File: config.mk
export PLATFORM = sky130hd
export DESIGN_NAME = mant_round
export DESIGN_NICKNAME = d
export VERILOG_FILES = /design/src/rtl/mant_round_pkg.sv /design/src/rtl/rnd_decide.sv /design/src/rtl/rnd_incr.sv /design/src/rtl/rnd_ovf_dir.sv /design/src/rtl/mant_round.sv
export SDC_FILE = /design/constraint.sdc
export NUM_CORES = 1
export LEC_CHECK = 0
export BUFFER_PORTS_ARGS = -buffer_cell sky130_fd_sc_hd__buf_2
export CAP_MARGIN = 20
export CORE_AREA = 2 2 39 41
export DETAILED_ROUTE_END_ITERATION = 16
export DIE_AREA = 0 0 41 43
export PLACE_DENSITY = 0.93
export SLEW_MARGIN = 20
export SYNTH_ARGS = -nofsm -noshare
export SYNTH_HDL_FRONTEND = slang
export SYNTH_SLANG_ARGS = --single-unit
export TNS_END_PERCENT = 100
File: constraint.sdc
create_clock -name vclk -period 4.1
set_input_delay 0.41 -clock vclk [all_inputs]
set_output_delay 0.41 -clock vclk [all_outputs]
set_load 0.05 [all_outputs]
File: src/rtl/mant_round_pkg.sv
package mant_round_pkg;

   typedef enum logic [1:0] {
      RMODE_NEAREST = 2'd0,
      RMODE_ZERO    = 2'd1,
      RMODE_POS     = 2'd2,
      RMODE_NEG     = 2'd3
   } rmode_e;

   // Incrementer structures selectable by parameter
   localparam int INC_RIPPLE = 0;
   localparam int INC_SKIP   = 1;

endpackage

File: src/rtl/rnd_decide.sv
module rnd_decide
   import mant_round_pkg::*;
(
   input  logic       sign_i,
   input  logic       guard_i,
   input  logic       round_i,
   input  logic       sticky_i,
   input  logic       lsb_i,
   input  logic [1:0] rmode_i,
   output logic       bump_o,
   output logic       inexact_o
);

   logic   lost;
   rmode_e mode;

   assign mode      = rmode_e'(rmode_i);
   assign lost      = guard_i | round_i | sticky_i;
   assign inexact_o = lost;

   always_comb begin
      bump_o = 1'b0;
      unique case (mode)
         RMODE_NEAREST: bump_o = guard_i & (round_i | sticky_i | lsb_i);
         RMODE_ZERO:    bump_o = 1'b0;
         RMODE_POS:     bump_o = lost & ~sign_i;
         RMODE_NEG:     bump_o = lost & sign_i;
         default:       bump_o = guard_i & (round_i | sticky_i | lsb_i);
      endcase
   end

   always_comb begin
      AST_EXACT_HOLDS: assert (lost || !bump_o);
      AST_ZERO_MODE:   assert (mode != RMODE_ZERO || !bump_o);
      AST_POS_SIGN:    assert (!(mode == RMODE_POS && sign_i) || !bump_o);
      AST_NEG_SIGN:    assert (!(mode == RMODE_NEG && !sign_i) || !bump_o);
   end

endmodule

File: src/rtl/rnd_incr.sv
module rnd_incr
   import mant_round_pkg::*;
#(
   parameter int W       = 24,
   parameter int STYLE   = INC_SKIP,
   parameter int CHUNK_W = 6
) (
   input  logic [W-1:0] a_i,
   input  logic         inc_i,
   output logic [W-1:0] y_o,
   output logic         carry_o
);

   localparam int NCH = (W + CHUNK_W - 1) / CHUNK_W;

   if (W < 2) begin : g_bad_w
      $error("rnd_incr: W must be at least 2");
   end
   if (CHUNK_W < 1) begin : g_bad_chunk
      $error("rnd_incr: CHUNK_W must be positive");
   end
   if (STYLE != INC_RIPPLE && STYLE != INC_SKIP) begin : g_bad_style
      $error("rnd_incr: unknown STYLE");
   end

   if (STYLE == INC_RIPPLE) begin : g_ripple
      logic [W:0] c;
      assign c[0] = inc_i;
      for (genvar i = 0; i < W; i++) begin : g_bit
         assign y_o[i]  = a_i[i] ^ c[i];
         assign c[i+1]  = a_i[i] & c[i];
      end
      assign carry_o = c[W];
   end else begin : g_skip
      logic [NCH:0] cc;
      assign cc[0] = inc_i;
      for (genvar k = 0; k < NCH; k++) begin : g_chunk
         localparam int LO = k * CHUNK_W;
         localparam int HI = (LO + CHUNK_W > W) ? (W - 1) : (LO + CHUNK_W - 1);
         localparam int SW = HI - LO + 1;
         logic [SW-1:0] seg;
         assign seg        = a_i[HI:LO];
         assign y_o[HI:LO] = seg + SW'(cc[k]);
         assign cc[k+1]    = cc[k] & (&seg);
      end
      assign carry_o = cc[NCH];
   end

   always_comb begin
      AST_INC_SUM: assert (y_o == a_i + W'(inc_i));
      AST_CARRY_ZERO: assert (!carry_o || (y_o == '0 && inc_i));
   end

endmodule

File: src/rtl/rnd_ovf_dir.sv
module rnd_ovf_dir
   import mant_round_pkg::*;
(
   input  logic       sign_i,
   input  logic [1:0] rmode_i,
   output logic       to_inf_o
);

   rmode_e mode;
   assign mode = rmode_e'(rmode_i);

   always_comb begin
      to_inf_o = 1'b1;
      unique case (mode)
         RMODE_NEAREST: to_inf_o = 1'b1;
         RMODE_ZERO:    to_inf_o = 1'b0;
         RMODE_POS:     to_inf_o = ~sign_i;
         RMODE_NEG:     to_inf_o = sign_i;
         default:       to_inf_o = 1'b1;
      endcase
   end

endmodule

File: src/rtl/mant_round.sv
module mant_round
   import mant_round_pkg::*;
#(
   parameter int MANT_W    = 26,
   parameter int INC_STYLE = INC_SKIP,
   parameter int CHUNK_W   = 6
) (
   input  logic              sign_i,
   input  logic [MANT_W-1:0] mant_i,
   input  logic              sticky_i,
   input  logic [1:0]        rmode_i,
   output logic [MANT_W-3:0] rounded_o,
   output logic              rnd_up_o,
   output logic              inexact_o,
   output logic              ovf_inf_o
);

   localparam int OUT_W = MANT_W - 2;

   if (MANT_W < 4) begin : g_bad_mant
      $error("mant_round: MANT_W must be at least 4");
   end

   logic [OUT_W-1:0] shifted;
   logic             bump;
   logic             inc_carry;

   assign shifted = mant_i[MANT_W-1:2];

   rnd_decide u_decide (
      .sign_i    (sign_i),
      .guard_i   (mant_i[1]),
      .round_i   (mant_i[0]),
      .sticky_i  (sticky_i),
      .lsb_i     (mant_i[2]),
      .rmode_i   (rmode_i),
      .bump_o    (bump),
      .inexact_o (inexact_o)
   );

   rnd_incr #(
      .W       (OUT_W),
      .STYLE   (INC_STYLE),
      .CHUNK_W (CHUNK_W)
   ) u_incr (
      .a_i     (shifted),
      .inc_i   (bump),
      .y_o     (rounded_o),
      .carry_o (inc_carry)
   );

   rnd_ovf_dir u_ovf (
      .sign_i   (sign_i),
      .rmode_i  (rmode_i),
      .to_inf_o (ovf_inf_o)
   );

   assign rnd_up_o = bump;

   always_comb begin
      AST_NO_BUMP_EXACT: assert (inexact_o || (rounded_o == shifted));
      AST_UP_FLAG:       assert (rnd_up_o == (rounded_o != shifted));
      AST_WRAP_ONLY_ONES: assert (!inc_carry || (&shifted));
      AST_OVF_NEAR:      assert (rmode_i != 2'd0 || ovf_inf_o);
      AST_OVF_ZERO:      assert (rmode_i != 2'd1 || !ovf_inf_o);
   end

endmodule

==> tab_implementation.tex <==
\begin{tabular}{lr}
\hline
Metric & Value \\
\hline
\multicolumn{2}{l}{\textbf{Outcome}} \\
\quad Outcome & completed \\
\multicolumn{2}{l}{\textbf{Yosys}} \\
\quad Count of unique library cells instantiated by Yosys & 15 \\
\quad Net count after synthesis & 96 \\
\quad Post-synthesis cell count & 58 \\
\quad Post-Syn Area & 432.9 sq um \\
\quad Area share of the leading cell type in the synthesized netlist & 23.12\% \\
\quad Ranking of synthesized cells by instance count & 10 x sky130\_fd\_sc\_hd\_\_nand3\_1, 9 x sky130\_fd\_sc\_hd\_\_xnor2\_1, 9 x sky130\_fd\_sc\_hd\_\_xor2\_1 \\
\quad Share of synthesized area occupied by flip-flops and latches & 0\% \\
\quad Mean instance size in the synthesized netlist & approximately 7.5 sq um \\
\quad Most used standard cell by instance count after synthesis & sky130\_fd\_sc\_hd\_\_nand3\_1 \\
\quad Synth area leader & sky130\_fd\_sc\_hd\_\_ha\_1 \\
\quad Synth warn & 0 \\
\quad Top post-synthesis cells by area & sky130\_fd\_sc\_hd\_\_ha\_1 23\%, sky130\_fd\_sc\_hd\_\_xnor2\_1 18\%, sky130\_fd\_sc\_hd\_\_xor2\_1 18\% \\
\multicolumn{2}{l}{\textbf{Floorplan}} \\
\quad Core Region & approximately 1400 sq um \\
\quad Y dimension of the die & 43 microns \\
\quad Standard-cell rows & 14 \\
\quad Full die area & around 1800 sq um \\
\quad Die extent in x & just over 40 microns \\
\quad Number of top-level pins & 57 \\
\quad Initial core utilization & 31.28\% \\
\multicolumn{2}{l}{\textbf{Cells and area}} \\
\quad Final core utilization & between 50\% and 60\% \\
\quad Fill cell total of the finished layout & approximately 140 \\
\quad Net total in the final layout & 155 \\
\quad Filler-free cell count of the finished design & 131 \\
\quad Share of final-layout standard cells stronger than drive strength 1 & 51.30\% \\
\quad Area growth, synth to finish & 70.52\% \\
\quad Number of sequential cells & 0 \\
\quad Seq. cell area & 0 sq um \\
\quad Diode count & 0 \\
\quad Summed area of non-filler cells in the final layout & approximately 740 sq um \\
\quad Number of clock buffers in the layout & 0 \\
\multicolumn{2}{l}{\textbf{Power}} \\
\quad Highest ir drop seen on vdd & between 0.06 and 0.07 mV \\
\quad Overall power & 0.0001205 W \\
\quad Total leakage power & around 0.4 nW \\
\quad Pwr per Cell Area & approximately 160 nW/um\^{}2 \\
\multicolumn{2}{l}{\textbf{Timing}} \\
\quad Slew at the pin closest to its max-slew limit & about 0.27 ns \\
\quad Endpoints failing setup & 0 \\
\quad Final critical-path share of the clock period & 63.40\% \\
\quad Relative max-transition margin & about four fifths \\
\quad RSZ-0062 raised after global routing & false \\
\quad Final Max Tran Viols & 0 \\
\quad Number of hold violations in the final report & 0 \\
\quad Clock period minus final worst setup slack & approximately 2.6 ns \\
\quad Total negative slack & 0 ns \\
\quad FMAX & between 300 and 400 MHz \\
\multicolumn{2}{l}{\textbf{Clocking}} \\
\quad Number of instances resized during post-cts repair & 0 \\
\quad Post-CTS Hold Fix Bufs & 0 \\
\quad Post-CTS setup repair buffer count & 0 \\
\multicolumn{2}{l}{\textbf{Global route}} \\
\quad Wire length of the first global-routing pass & $\sim$2 mm \\
\quad GRT Util Overall & about 15\% \\
\quad Vias in the first global route & roughly 530 \\
\quad Initial antenna violation count & 0 \\
\quad Grt ovf & 0 \\
\quad Maximum number of pins on one net before global-route repair & 5 \\
\multicolumn{2}{l}{\textbf{Detailed routing}} \\
\quad Final wirelength & 1.329 mm \\
\quad Detailed-routing iteration count for the pre-antenna-repair pass & 3 \\
\quad Count of vias placed by the detailed router & about 620 \\
\quad Number of nets with antenna violations after routing & 0 \\
\quad DRC & 0 \\
\quad First-iteration detailed-routing DRC count & 2 \\
\quad DR vias/cell & 4.710 \\
\quad Avg WL per Cell & $\sim$10 microns \\
\multicolumn{2}{l}{\textbf{Worst setup path}} \\
\quad Critical-path maximum fanout & 4 \\
\quad Crit end category & output port \\
\quad Capture point of the worst path & rounded\_o[10] \\
\quad Worst endpoint required time & approximately 3.7 ns \\
\quad Worst setup path class & in -> out \\
\quad Startpoint type of the worst setup path & primary input \\
\quad Start point of the critical path & mant\_i[1] \\
\quad Signal arrival time at the worst endpoint & roughly 2.2 ns \\
\multicolumn{2}{l}{\textbf{Hold path}} \\
\quad Origin of the worst min-delay path & mant\_i[25] \\
\quad Classification of the worst-slack hold path & in -> out \\
\multicolumn{2}{l}{\textbf{Placed design}} \\
\quad Number of I/O port buffers & 57 \\
\quad Number of cells in the design after placement & approximately 130 \\
\quad HPWL after detailed placement & 1.266 mm \\
\quad Area after detailed placement & $\sim$740 sq um \\
\quad Routability congestion estimate & 0.6629 \\
\multicolumn{2}{l}{\textbf{Flow run}} \\
\quad Max-cap check violation count & 0 \\
\hline
\end{tabular}
-- power by group --
group          internal [W]  switching [W]  total, W
Clock                     0              0         0
Combinational     0.0000325      0.0000880  0.000120
Sequential                0              0         0
-- cells in the final DEF (no fill, tap or decap) --
master | Yosys | final
sky130_fd_sc_hd__buf_2 | 0 | 57
sky130_fd_sc_hd__nand3_1 | 10 | 10
sky130_fd_sc_hd__xnor2_1 | 9 | 9
sky130_fd_sc_hd__xor2_1 | 9 | 9
sky130_fd_sc_hd__ha_1 | 8 | 8
sky130_fd_sc_hd__nor2_1 | 7 | 7
sky130_fd_sc_hd__nand2_1 | 5 | 5
sky130_fd_sc_hd__nand4_1 | 2 | 2
sky130_fd_sc_hd__or3_4 | 1 | 1
sky130_fd_sc_hd__or3_1 | 1 | 1
sky130_fd_sc_hd__nor3b_1 | 1 | 1
sky130_fd_sc_hd__a32oi_2 | 1 | 1
sky130_fd_sc_hd__or2_1 | 1 | 1
sky130_fd_sc_hd__nor4_1 | 1 | 1
sky130_fd_sc_hd__nor4bb_1 | 1 | 1
sky130_fd_sc_hd__inv_1 | 1 | 1
-- logic make-up (layout without fill, tap and decap cells) --
family,count (synthesis),in the layout,share of synthesized area (%)
and+or+nand+nor,30,30,35.84
AOI/OAI and AO/OA,1,1,3.758
adders and majority gates,8,8,23.12
xor gates and xnor gates,18,18,36.42
buffers and inverters,1,58,0.8662
-- layer usage --
layer / vias to the layer above / part of all wire (%) / track usage [%]
li1: 323 / - / -
met1: 263 / 36 / 15.19
met2: 31 / 53 / 30.94
met3: 0 / 11 / 1.047
met4: 0 / 0 / 0
met5: - / 0 / 0
-- how the worst min path moves through the flow --
stage / end / depth (start not counted) / slack, ns
final: rounded_o[23] / 3 / 1.16
after floorplan: inexact_o / 1 / 1.01
after global placement: rounded_o[23] / 3 / 1.16
after global routing: rounded_o[23] / 3 / 1.18
after CTS: rounded_o[23] / 3 / 1.16
after detailed placement: rounded_o[23] / 3 / 1.16
-- layout make-up --
cell class                      instances  area, sq um  area share [%]
Tap cell                               16        20.02           2.712
Timing Repair Buffer                   57        285.3           38.64
Multi-Input combinational cell         57        429.2           58.14
Inverter                                1        3.754          0.5085
-- per-stage QoR --
step	hold WS, ns	setup slack, ns
final	1.158	1.500
after CTS	1.161	1.482
after floorplan	1.013	1.023
after detailed placement	1.160	1.493
after global routing	1.181	1.370
after global placement	1.157	1.527
-- worst max-delay path, cell delays in order --
cell                      delay [ns]
sky130_fd_sc_hd__buf_2          0.10
sky130_fd_sc_hd__or3_4          0.38
sky130_fd_sc_hd__a32oi_2        0.26
sky130_fd_sc_hd__nor2_1         0.09
sky130_fd_sc_hd__ha_1           0.22
sky130_fd_sc_hd__ha_1           0.22
sky130_fd_sc_hd__nand3_1        0.10
sky130_fd_sc_hd__xnor2_1        0.12
sky130_fd_sc_hd__buf_2          0.28
Note: power is estimated with default switching activity, not from simulation.
